**src/rtl/xbus_pkg.sv**
```systemverilog
package xbus_pkg;

  typedef enum logic [2:0] {
    ST_IDLE, ST_ADDR, ST_TURN, ST_RSLOT, ST_RWAIT, ST_WSLOT, ST_WWAIT
  } xbState_t;

  typedef enum logic [1:0] {
    MODE_4K = 2'd0, MODE_16K = 2'd1, MODE_64K = 2'd2, MODE_64K_ALT = 2'd3
  } xbMode_t;

  typedef struct packed {
    logic    load;
    logic    driveAddr;
    logic    driveData;
    logic    capture;
    xbMode_t mode;
  } xbStrobe_t;

endpackage

```
**src/rtl/xbus_ctrl.sv**
```systemverilog
module xbus_ctrl
  import xbus_pkg::*;
#(
  parameter int          ADDR_W  = 16,
  parameter int unsigned ROM_END = 'h6000,
  parameter int unsigned HI_BASE = 'hFF00
) (
  input  logic              clk,
  input  logic              rstN,
  input  logic              cfgWe,
  input  logic [1:0]        cfgMode,
  input  logic              cfgWait,
  input  logic              cfgDelayOe,
  input  logic              reqValid,
  input  logic              reqWrite,
  input  logic [ADDR_W-1:0] reqAddr,
  output logic              ready,
  output logic              intSel,
  output logic              ale,
  output logic              rdN,
  output logic              wrN,
  output xbStrobe_t         strobe
);

  localparam logic [ADDR_W-1:0] RomEndA = ADDR_W'(ROM_END);
  localparam logic [ADDR_W-1:0] HiBaseA = ADDR_W'(HI_BASE);

  xbState_t state, nxtState;
  xbMode_t  cfgModeQ, curMode;
  logic     cfgWaitQ, cfgDlyQ, curWait, curDly, curWrite;
  logic     isInternal, idle, start, inRead, inWrite;

  assign isInternal = (reqAddr < RomEndA) || (reqAddr >= HiBaseA);
  assign idle       = (state == ST_IDLE);
  assign start      = idle && reqValid && !isInternal;
  assign ready      = idle;
  assign intSel     = idle && reqValid && isInternal;

  // configuration register, visible to the sequencer only at start
  always_ff @(posedge clk) begin
    if (!rstN) begin
      cfgModeQ <= MODE_4K;
      cfgWaitQ <= 1'b0;
      cfgDlyQ  <= 1'b0;
    end else if (cfgWe) begin
      cfgModeQ <= xbMode_t'(cfgMode);
      cfgWaitQ <= cfgWait;
      cfgDlyQ  <= cfgDelayOe;
    end
  end

  always_ff @(posedge clk) begin
    if (!rstN) begin
      state    <= ST_IDLE;
      curMode  <= MODE_4K;
      curWait  <= 1'b0;
      curDly   <= 1'b0;
      curWrite <= 1'b0;
    end else begin
      state <= nxtState;
      if (start) begin
        curMode  <= cfgModeQ;
        curWait  <= cfgWaitQ;
        curDly   <= cfgDlyQ;
        curWrite <= reqWrite;
      end
    end
  end

  always_comb begin
    nxtState = state;
    unique case (state)
      ST_IDLE:  if (start) nxtState = ST_ADDR;
      ST_ADDR:  nxtState = curDly ? ST_TURN : ST_RSLOT;
      ST_TURN:  nxtState = ST_RSLOT;
      ST_RSLOT: nxtState = curWait ? ST_RWAIT : ST_WSLOT;
      ST_RWAIT: nxtState = ST_WSLOT;
      ST_WSLOT: nxtState = curWait ? ST_WWAIT : ST_IDLE;
      ST_WWAIT: nxtState = ST_IDLE;
      default:  nxtState = ST_IDLE;
    endcase
  end

  assign inRead  = (state == ST_RSLOT) || (state == ST_RWAIT);
  assign inWrite = (state == ST_WSLOT) || (state == ST_WWAIT);
  assign ale     = (state == ST_ADDR);
  assign rdN     = !(inRead && !curWrite);
  assign wrN     = !(inWrite && curWrite);

  always_comb begin
    strobe.load      = start;
    strobe.driveAddr = (state == ST_ADDR);
    strobe.driveData = curWrite && (inRead || inWrite);
    strobe.capture   = !curWrite && (((state == ST_RSLOT) && !curWait) || (state == ST_RWAIT));
    strobe.mode      = curMode;
  end

  AST_CFG_HELD: assert property (@(posedge clk) disable iff (!rstN)
    (!idle && state != ST_ADDR) |-> ($stable(curMode) && $stable(curWait) && $stable(curDly)));
  AST_STROBE_EXCL: assert property (@(posedge clk) disable iff (!rstN)
    !(!rdN && !wrN));
  AST_READY_DROP: assert property (@(posedge clk) disable iff (!rstN)
    (reqValid && ready && !intSel) |=> !ready);
  AST_INT_QUIET: assert property (@(posedge clk) disable iff (!rstN)
    intSel |=> (ready && !ale));
  AST_ALE_PULSE: assert property (@(posedge clk) disable iff (!rstN)
    ale |=> !ale);

endmodule

```
**src/rtl/xbus_dp.sv**
```systemverilog
module xbus_dp
  import xbus_pkg::*;
#(
  parameter int ADDR_W   = 16,
  parameter int DATA_W   = 8,
  parameter int NARROW_W = 12,
  parameter int MID_W    = 14
) (
  input  logic              clk,
  input  logic              rstN,
  input  xbStrobe_t         strobe,
  input  logic [ADDR_W-1:0] reqAddr,
  input  logic [DATA_W-1:0] reqWdata,
  input  logic [DATA_W-1:0] busDataIn,
  output logic [ADDR_W-1:0] busOut,
  output logic              busOe,
  output logic [DATA_W-1:0] rdata
);

  localparam logic [ADDR_W-1:0] MaskNarrow = ADDR_W'((1 << NARROW_W) - 1);
  localparam logic [ADDR_W-1:0] MaskMid    = ADDR_W'((1 << MID_W) - 1);
  localparam logic [ADDR_W-1:0] MaskFull   = '1;

  logic [ADDR_W-1:0] addrQ, winMask;
  logic [DATA_W-1:0] dataQ;

  always_ff @(posedge clk) begin
    if (!rstN) begin
      addrQ <= '0;
      dataQ <= '0;
      rdata <= '0;
    end else begin
      if (strobe.load) begin
        addrQ <= reqAddr;
        dataQ <= reqWdata;
      end
      if (strobe.capture) rdata <= busDataIn;
    end
  end

  always_comb begin
    unique case (strobe.mode)
      MODE_4K:  winMask = MaskNarrow;
      MODE_16K: winMask = MaskMid;
      default:  winMask = MaskFull;
    endcase
  end

  always_comb begin
    if (strobe.driveAddr)      busOut = addrQ & winMask;
    else if (strobe.driveData) busOut = {{(ADDR_W-DATA_W){1'b0}}, dataQ};
    else                       busOut = '0;
  end

  assign busOe = strobe.driveAddr || strobe.driveData;

  AST_CAPTURE_RELEASED: assert property (@(posedge clk) disable iff (!rstN)
    strobe.capture |-> !busOe);
  AST_RDATA_HELD: assert property (@(posedge clk) disable iff (!rstN)
    !strobe.capture |=> $stable(rdata));

endmodule

```
**src/rtl/xbus_expander.sv**
```systemverilog
module xbus_expander
  import xbus_pkg::*;
#(
  parameter int          ADDR_W   = 16,
  parameter int          DATA_W   = 8,
  parameter int          NARROW_W = 12,
  parameter int          MID_W    = 14,
  parameter int unsigned ROM_END  = 'h6000,
  parameter int unsigned HI_BASE  = 'hFF00
) (
  input  logic              clk,
  input  logic              rstN,
  input  logic              cfgWe,
  input  logic [1:0]        cfgMode,
  input  logic              cfgWait,
  input  logic              cfgDelayOe,
  input  logic              reqValid,
  input  logic              reqWrite,
  input  logic [ADDR_W-1:0] reqAddr,
  input  logic [DATA_W-1:0] reqWdata,
  output logic              ready,
  output logic              intSel,
  output logic [DATA_W-1:0] rdata,
  output logic              ale,
  output logic              rdN,
  output logic              wrN,
  output logic [ADDR_W-1:0] busOut,
  output logic              busOe,
  input  logic [DATA_W-1:0] busDataIn
);

  xbStrobe_t strobe;

  xbus_ctrl #(.ADDR_W(ADDR_W), .ROM_END(ROM_END), .HI_BASE(HI_BASE)) i_ctrl (
    .clk(clk), .rstN(rstN), .cfgWe(cfgWe), .cfgMode(cfgMode), .cfgWait(cfgWait),
    .cfgDelayOe(cfgDelayOe), .reqValid(reqValid), .reqWrite(reqWrite), .reqAddr(reqAddr),
    .ready(ready), .intSel(intSel), .ale(ale), .rdN(rdN), .wrN(wrN), .strobe(strobe)
  );

  xbus_dp #(.ADDR_W(ADDR_W), .DATA_W(DATA_W), .NARROW_W(NARROW_W), .MID_W(MID_W)) i_dp (
    .clk(clk), .rstN(rstN), .strobe(strobe), .reqAddr(reqAddr), .reqWdata(reqWdata),
    .busDataIn(busDataIn), .busOut(busOut), .busOe(busOe), .rdata(rdata)
  );

  AST_NO_DRIVE_UNDER_RD: assert property (@(posedge clk) disable iff (!rstN)
    !rdN |-> !busOe);
  AST_WRITE_DRIVES: assert property (@(posedge clk) disable iff (!rstN)
    !wrN |-> busOe);

endmodule

```
**config.mk**
```make
export PLATFORM = sky130hd
export DESIGN_NAME = xbus_expander
export DESIGN_NICKNAME = d
export VERILOG_FILES = /design/src/rtl/xbus_pkg.sv /design/src/rtl/xbus_ctrl.sv /design/src/rtl/xbus_dp.sv /design/src/rtl/xbus_expander.sv
export SDC_FILE = /design/constraint.sdc
export NUM_CORES = 1
export LEC_CHECK = 0
export ABC_CLOCK_PERIOD_IN_PS = 2060
export CORE_MARGIN = 1.5
export CORE_UTILIZATION = 35
export DETAILED_ROUTE_END_ITERATION = 12
export GPL_TIMING_DRIVEN = 0
export HOLD_SLACK_MARGIN = 0.05
export REMOVE_ABC_BUFFERS = 1
export SKIP_LAST_GASP = 1
export SLEW_MARGIN = 20
export SYNTH_ARGS = -nofsm -noshare
export SYNTH_HDL_FRONTEND = slang
export SYNTH_SLANG_ARGS = --single-unit
```
**constraint.sdc**
```tcl
create_clock -name clk -period 2.06 [get_ports clk]
set_input_delay 0.206 -clock clk [delete_from_list [all_inputs] [get_ports clk]]
set_output_delay 0.206 -clock clk [all_outputs]
set_load 0.02 [all_outputs]
```
---- Word level (Yosys, flattened, before mapping) ----
Index checks and enable logic that the tools add are counted.
storage, ports and cells
  latch bits .............................. 0
  memories kept ........................... 0
  output and inout port bits .............. 30
  RAM bits ................................ 0
  logic and storage cells ................. 51
  memory bits (read-only) ................. 0
  flip-flop bits (word level) ............. 44
  input port bits ......................... 41
cells by class
  equality and inequality tests ........... 8
  muxes and demuxes ....................... 8
  multipliers ............................. 0
  bitwise operators ....................... 1
  reduce and logical (&&, ||, !) cells .... 21
  order comparisons ....................... 2
  div/mod/pow operators ................... 0
  add/sub/neg operators ................... 0
  shifts and indexed selects .............. 0
operators by type and width
  cell                  count
  $pmux 16 s2           1
  $pmux 3 s6            1
  $and 16x16->16        1
  $ge 16x16->1 const B  1
  $lt 16x15->1 const B  1
  $mux 16               1
  $eq 3x3->1 const B    3
  $logic_and 1x1->1     8
  $mux 8                1
  $eq 3x2->1 const B    2
  $logic_or 1x1->1      6
  $mux 3                2
  $logic_not 1->1       5
  $eq 3x1->1 const B    1
  $logic_not 3->1       1
  $eq 2x1->1 const B    1
  $logic_not 2->1       1
  $mux 1                2
  $ne 2x2->1 const B    1

---- Depth between registers and ports, before layout ----
  word-level depth ........................ 6
  gate-level depth with buffers ........... 7
  gate-level depth less buffers ........... 5

---- By module ----
From an unflattened synthesis, not the netlist that was laid out.
unflattened totals
  cell total of the unflattened synthesis .. 215
  area, all modules ....................... 2072.0 um2
modules (own cells, without submodules)
  module     seq. area each (um2)  times used  cells an instance  area each (um2)
  xbus_dp    640.6                 1           142                1408.9
  xbus_ctrl  240.2                 1           73                 663.1

---- Worst setup path after synthesis ----
OpenSTA, ideal clock, no wires.
  path type ............................... reg-to-output
  start point ............................. register i_ctrl.state[1]
  end point ............................... output port busOut[0]
  data required time ...................... 1.854 ns
  stages on the path, launching flop included .. 8
  path buffers ............................ 2
  path slack .............................. 0.353 ns
  arrival time ............................ 1.501 ns
  cells stage by stage .................... dfxtp_1 > buf_4 > nor2_4 > nand2_2 > inv_1 > buf_2 > nand2_1 > a21oi_1
between the ends
  elaborated cells between the ends (all ways) .. 11
  classes of those cells .................. 5 x eq/ne; 2 x mux; 4 x reduce/logical
RTL lines
  what                    line                 source
  start, declared         xbus_ctrl.sv:28      xbState_t state, nxtState;
  start signal, assigned  xbus_ctrl.sv:60      state <= nxtState;
  $eq 3x1->1              n/a
  named net ale           xbus_expander.sv:24  output logic ale,
  $mux 16                 xbus_dp.sv:50        if (strobe.driveAddr) busOut = addrQ & winMask;
  end, declared           xbus_expander.sv:27  output logic [ADDR_W-1:0] busOut,
The timed path passes the listed nets, and every way through them passes these cells.

---- Worst setup path after layout ----
  start point ............................. register i_ctrl.state[2]
  end point ............................... output port busOut[1]
between the ends
  word-level cells in the longest chain between the ends .. 6
  elaborated cells between the ends (all ways) .. 11
  classes of those cells .................. 5 x eq/ne; 2 x mux; 4 x reduce/logical
RTL lines
  what                                      line                              source
  $eq 3x2->1, or another cell as far along  xbus_ctrl.sv:84                   assign inRead = (state == ST_RSLOT) || (state == ST_RWAIT);
  $logic_or 1x1->1 (on tied branches)       xbus_ctrl.sv:84, xbus_ctrl.sv:85
  $logic_or 1x1->1                          xbus_ctrl.sv:93                   strobe.driveData = curWrite && (inRead || inWrite);
  $logic_and 1x1->1                         xbus_ctrl.sv:93
  $mux 8                                    xbus_dp.sv:51                     else if (strobe.driveData) busOut = {{(ADDR_W-DATA_W){1'b0}}, dataQ};
  $mux 16 (*)                               xbus_dp.sv:50
Mark *: on every way between the ends. The rest lies on a longest branch, timed or not.

==> results.tsv <==
stage	metric	value	unit
cts	clock sink total	44	
critical_path	Worst setup EP type	primary output	
sta	min cycle time layout	1.967	ns
critical_path	Worst R2R Path Depth	5	
drt	routed len/inst	12.11	um
critical_path	Worst setup SP type	flip-flop	
floorplan	Die W	80.38	um
cts	Max clock buf depth	2	
grt	gr usage total	15.50	%
cells_and_area	post-route cell area	0.002970	sq mm
critical_path	Critical Path RT	1.85	ns
floorplan	FP Rows	28	
drt	DRC	0	
floorplan	die area	0.006461	sq mm
cts	CTS tree	yes	
grt	first-pass GRT wire length	7.734	mm
pwr	total power	2019	uW
cts	# hold bufs at CTS	0	
critical_path	CP most frequent cell	buf_4	
critical_path	CP Cell Sequence	nor2_4 -> buf_4 -> o221ai_4 -> buf_4 -> a21oi_1 -> clkdlybuf4s15_1	
drt	Metal-1 WL	2.218	mm
logic_synthesis	area leader, netlist	dfxtp_1	
critical_path	Crit Reg-Reg Endpoint	i_ctrl.curWait	
pwr	Power Density	679.6	mW/mm^2
drt	Via Count	1836	
sta	final slew viol count	0	
cts	worst skew pair latency	0.29	ns
cells_and_area	# diodes	0	
sta	Fin Hold WS	0.4567	ns
critical_path	crit path max fanout	12	
hold_path	hold path startpoint	i_dp.rdata[3]	
logic_synthesis	area share of the largest cell type after synthesis	42.03	%
logic_synthesis	sequential cell area fraction in the yosys report	42.03	%
sta	Fin Clk Skew	0.004981	ns
logic_synthesis	Synth Flop Type	dfxtp_1	
drt	initial drt markers	50	
logic_synthesis	multiplexer share of the synthesized area	15.76	%
pwr	Leakage	0.001179	uW
hold_path	Hold Path Depth	2	
cts	clock root buffer	clkbuf_8	
cts	CTS clk-pin slew, worst paths	0.08	ns
drt	TritonRoute pass-1 iters	4	
logic_synthesis	flops & latches, synth	44	
drt	Final ANT Viol Nets	0	
logic_synthesis	XOR/XNOR Fraction of Synth Area	0.4179	%
floorplan	Core ar.	0.005851	sq mm
placed_design	DP Area	0.002796	sq mm
hold_path	HP Class	reg -> reg	
sta	Fmax	0.5083	GHz
placed_design	RePlAce Congestion	0.6911	
hold_path	hold-critical path endpoint	i_dp.rdata[3]	
cells_and_area	fillcell total	559	
placed_design	port bufs	70	
drt	top sig layer	met4	
sta	worst relative slew slack	49.60	%
logic_synthesis	compound-gate portion of the synthesized area	8.478	%
sta	RSZ-0062 raised after global routing	yes	
pwr	Peak supply drop	0.0002987	V
sta	final worst slack	0.09277	ns
grt	initial antenna violation count	0	
sta	final hold vios	0	
sta	# setup viols final	0	
logic_synthesis	Syn. warnings	0	
placed_design	pre-CTS WS	-0.4378	ns
cells_and_area	nets	359	
flow_run	# Max-Cap Violations	0	
logic_synthesis	Post-Syn Area per Cell	8.350	sq um
logic_synthesis	simple-gate portion of the synthesized area	26.69	%
critical_path	reg2reg setup slack	0.55	ns
logic_synthesis	area share of fa/ha/maj cells after synthesis	0	%
logic_synthesis	Post-Synthesis Cells	251	
drt	Via density	4.672	
critical_path	RR Startpoint	i_ctrl.state[0]	
critical_path	Crit path arrival time	1.76	ns
drt	met3 WL	312	um
critical_path	Setup CP Type	reg -> out	
grt	grt total ovfl	0	
critical_path	CP peak stage delay	0.41	ns
logic_synthesis	Post-synth ARST share	0	%
logic_synthesis	largest family of logic cells by synthesized area	simple AND/OR/NAND/NOR gates	
cells_and_area	layout cells sized above 1	10.38	%
cells_and_area	Layout area overhead	41.73	%
status	status	finished, final reports clean	
drt	DRT Wirelength	4.759	mm
critical_path	slowest cell on the critical path	dfxtp_4	
cells_and_area	post-layout util	50.77	%
cts	Max H-tree Level	2	
grt	pin count of the biggest net entering global routing	82	
sta	period utilisation layout	95.50	%
placed_design	DPL Wire Length	3.031	mm
cts	Num CTS Buffers	5	
floorplan	num ports	71	
floorplan	initial core utilization	35.82	%
logic_synthesis	count of cell types in the netlist	31	
drt	met2 wire length	2.172	mm
floorplan	die height	80.38	um
grt	number of global-route vias before repair	1712	
logic_synthesis	number of flops mapped to enable cells by yosys	0	
logic_synthesis	Cell Area, Synth	0.002096	sq mm
logic_synthesis	synth top area cells	dfxtp_1 42%, mux2i_1 16%, nand2_1 15%, a21oi_1 3.3%, nand3_1 2.6%	
sta	worst slew pin tran	0.7560	ns
report_power, final:
| part | internal (uW) | switching [uW] |
|---|---|---|
| Combinational | 246 | 229 |
| Clock | 299 | 279 |
| Sequential | 908 | 56.7 |
| Total | 1450 | 565 |
worst max-delay path by stage:
stage | slack, ns | cells past startpoint | end | start
4_1_cts | 0.04 | 5 | busOe | i_ctrl.state[2]
3_3_place_gp | -1.07 | 3 | i_ctrl.state[0] | rstN
6_report | 0.09 | 6 | busOut[1] | i_ctrl.state[2]
3_5_place_dp | -0.44 | 5 | busOut[4] | i_ctrl.state[0]
2_1_floorplan | -0.32 | 4 | i_ctrl.curDly | i_ctrl.state[0]
5_1_grt | -0.05 | 6 | busOut[1] | i_ctrl.state[2]
per-stage QoR:
step	instances	TNS, ns
after floorplan	232	-9.193
after global placement	377	-46.10
after detailed placement	378	-8.817
after CTS	391	0
after global routing	393	-0.05289
final	393	0
cell usage after synthesis (4+ instances only):
cell type  instances
and3_1             6
clkbuf_1          10
nand3_1           11
inv_1              4
nor2b_1            6
mux2i_1           33
a21oi_1           14
nand2_1           84
dfxtp_1           44
o21ai_0            9
sequential cells by signal, summed over array words and instances (netlist names), 2 cells and up:
signal	cells
i_dp.addrQ	16
i_dp.dataQ	8
i_dp.rdata	8
i_ctrl.state	3
i_ctrl.cfgModeQ	2
i_ctrl.curMode	2
cells in the final DEF, fill, tap and decap left out, types with 2 or more instances in the layout:
master and instances:
dlymetal6s2s_1 3, clkdlybuf4s15_1 2, dlygate4sd2_1 7, nor2_1 3, clkinvlp_4 2, and4_1 2
dfxtp_4 3, and2_1 2, clkbuf_8 7, clkbuf_2 5, nand2_1 84, o21ai_0 9
and3_1 6, dfxtp_1 41, nor2b_1 6, inv_1 3, nand3_1 11, buf_4 7
clkdlybuf4s50_1 52, a21oi_1 14, mux2i_1 33
layout make-up:
cell class / count / area (sq um) / area share [%]
clock buffers: 7 / 96.34 / 3.243
repair buffers: 78 / 764.5 / 25.74
well taps: 75 / 93.84 / 3.159
flip-flops and latches: 44 / 892.1 / 30.03
repair inverters: 1 / 7.507 / 0.2527
multi-input cells: 184 / 1097 / 36.94
inverters: 4 / 18.77 / 0.6318
metal layers:
layer  up-vias  track usage [%]
li1        962                -
met1       822            19.63
met2        46            24.29
met3         6            5.227
met4         0            5.690
met5         -                0
worst max-delay path: cells and delay by family, from the launching register on:
kind	cells	cell delay (ns)
AND/OR/NAND/NOR	1	0.16
AO/OA/AOI/OAI	2	0.24
buffers and inverters	3	0.66
flip-flops	1	0.41
repair_timing:
| item | CTS | global route |
|---|---|---|
| resized for setup | 24 | 15 |
| buffers inserted | 5 | 2 |
| cloned | 1 | 0 |
| endpoints found under the setup margin | 24 | 22 |
| pin swaps | 2 | 0 |
cell families (layout without fill, tap and decap cells):
logic type      count (synthesis)  in the layout
mux                            33             33
buf+inv                        23             90
flops                          44             44
compound gates                 29             29
xor+xnor                        1              1
simple gates                  121            121
Note: power is estimated with default switching activity, not from simulation.
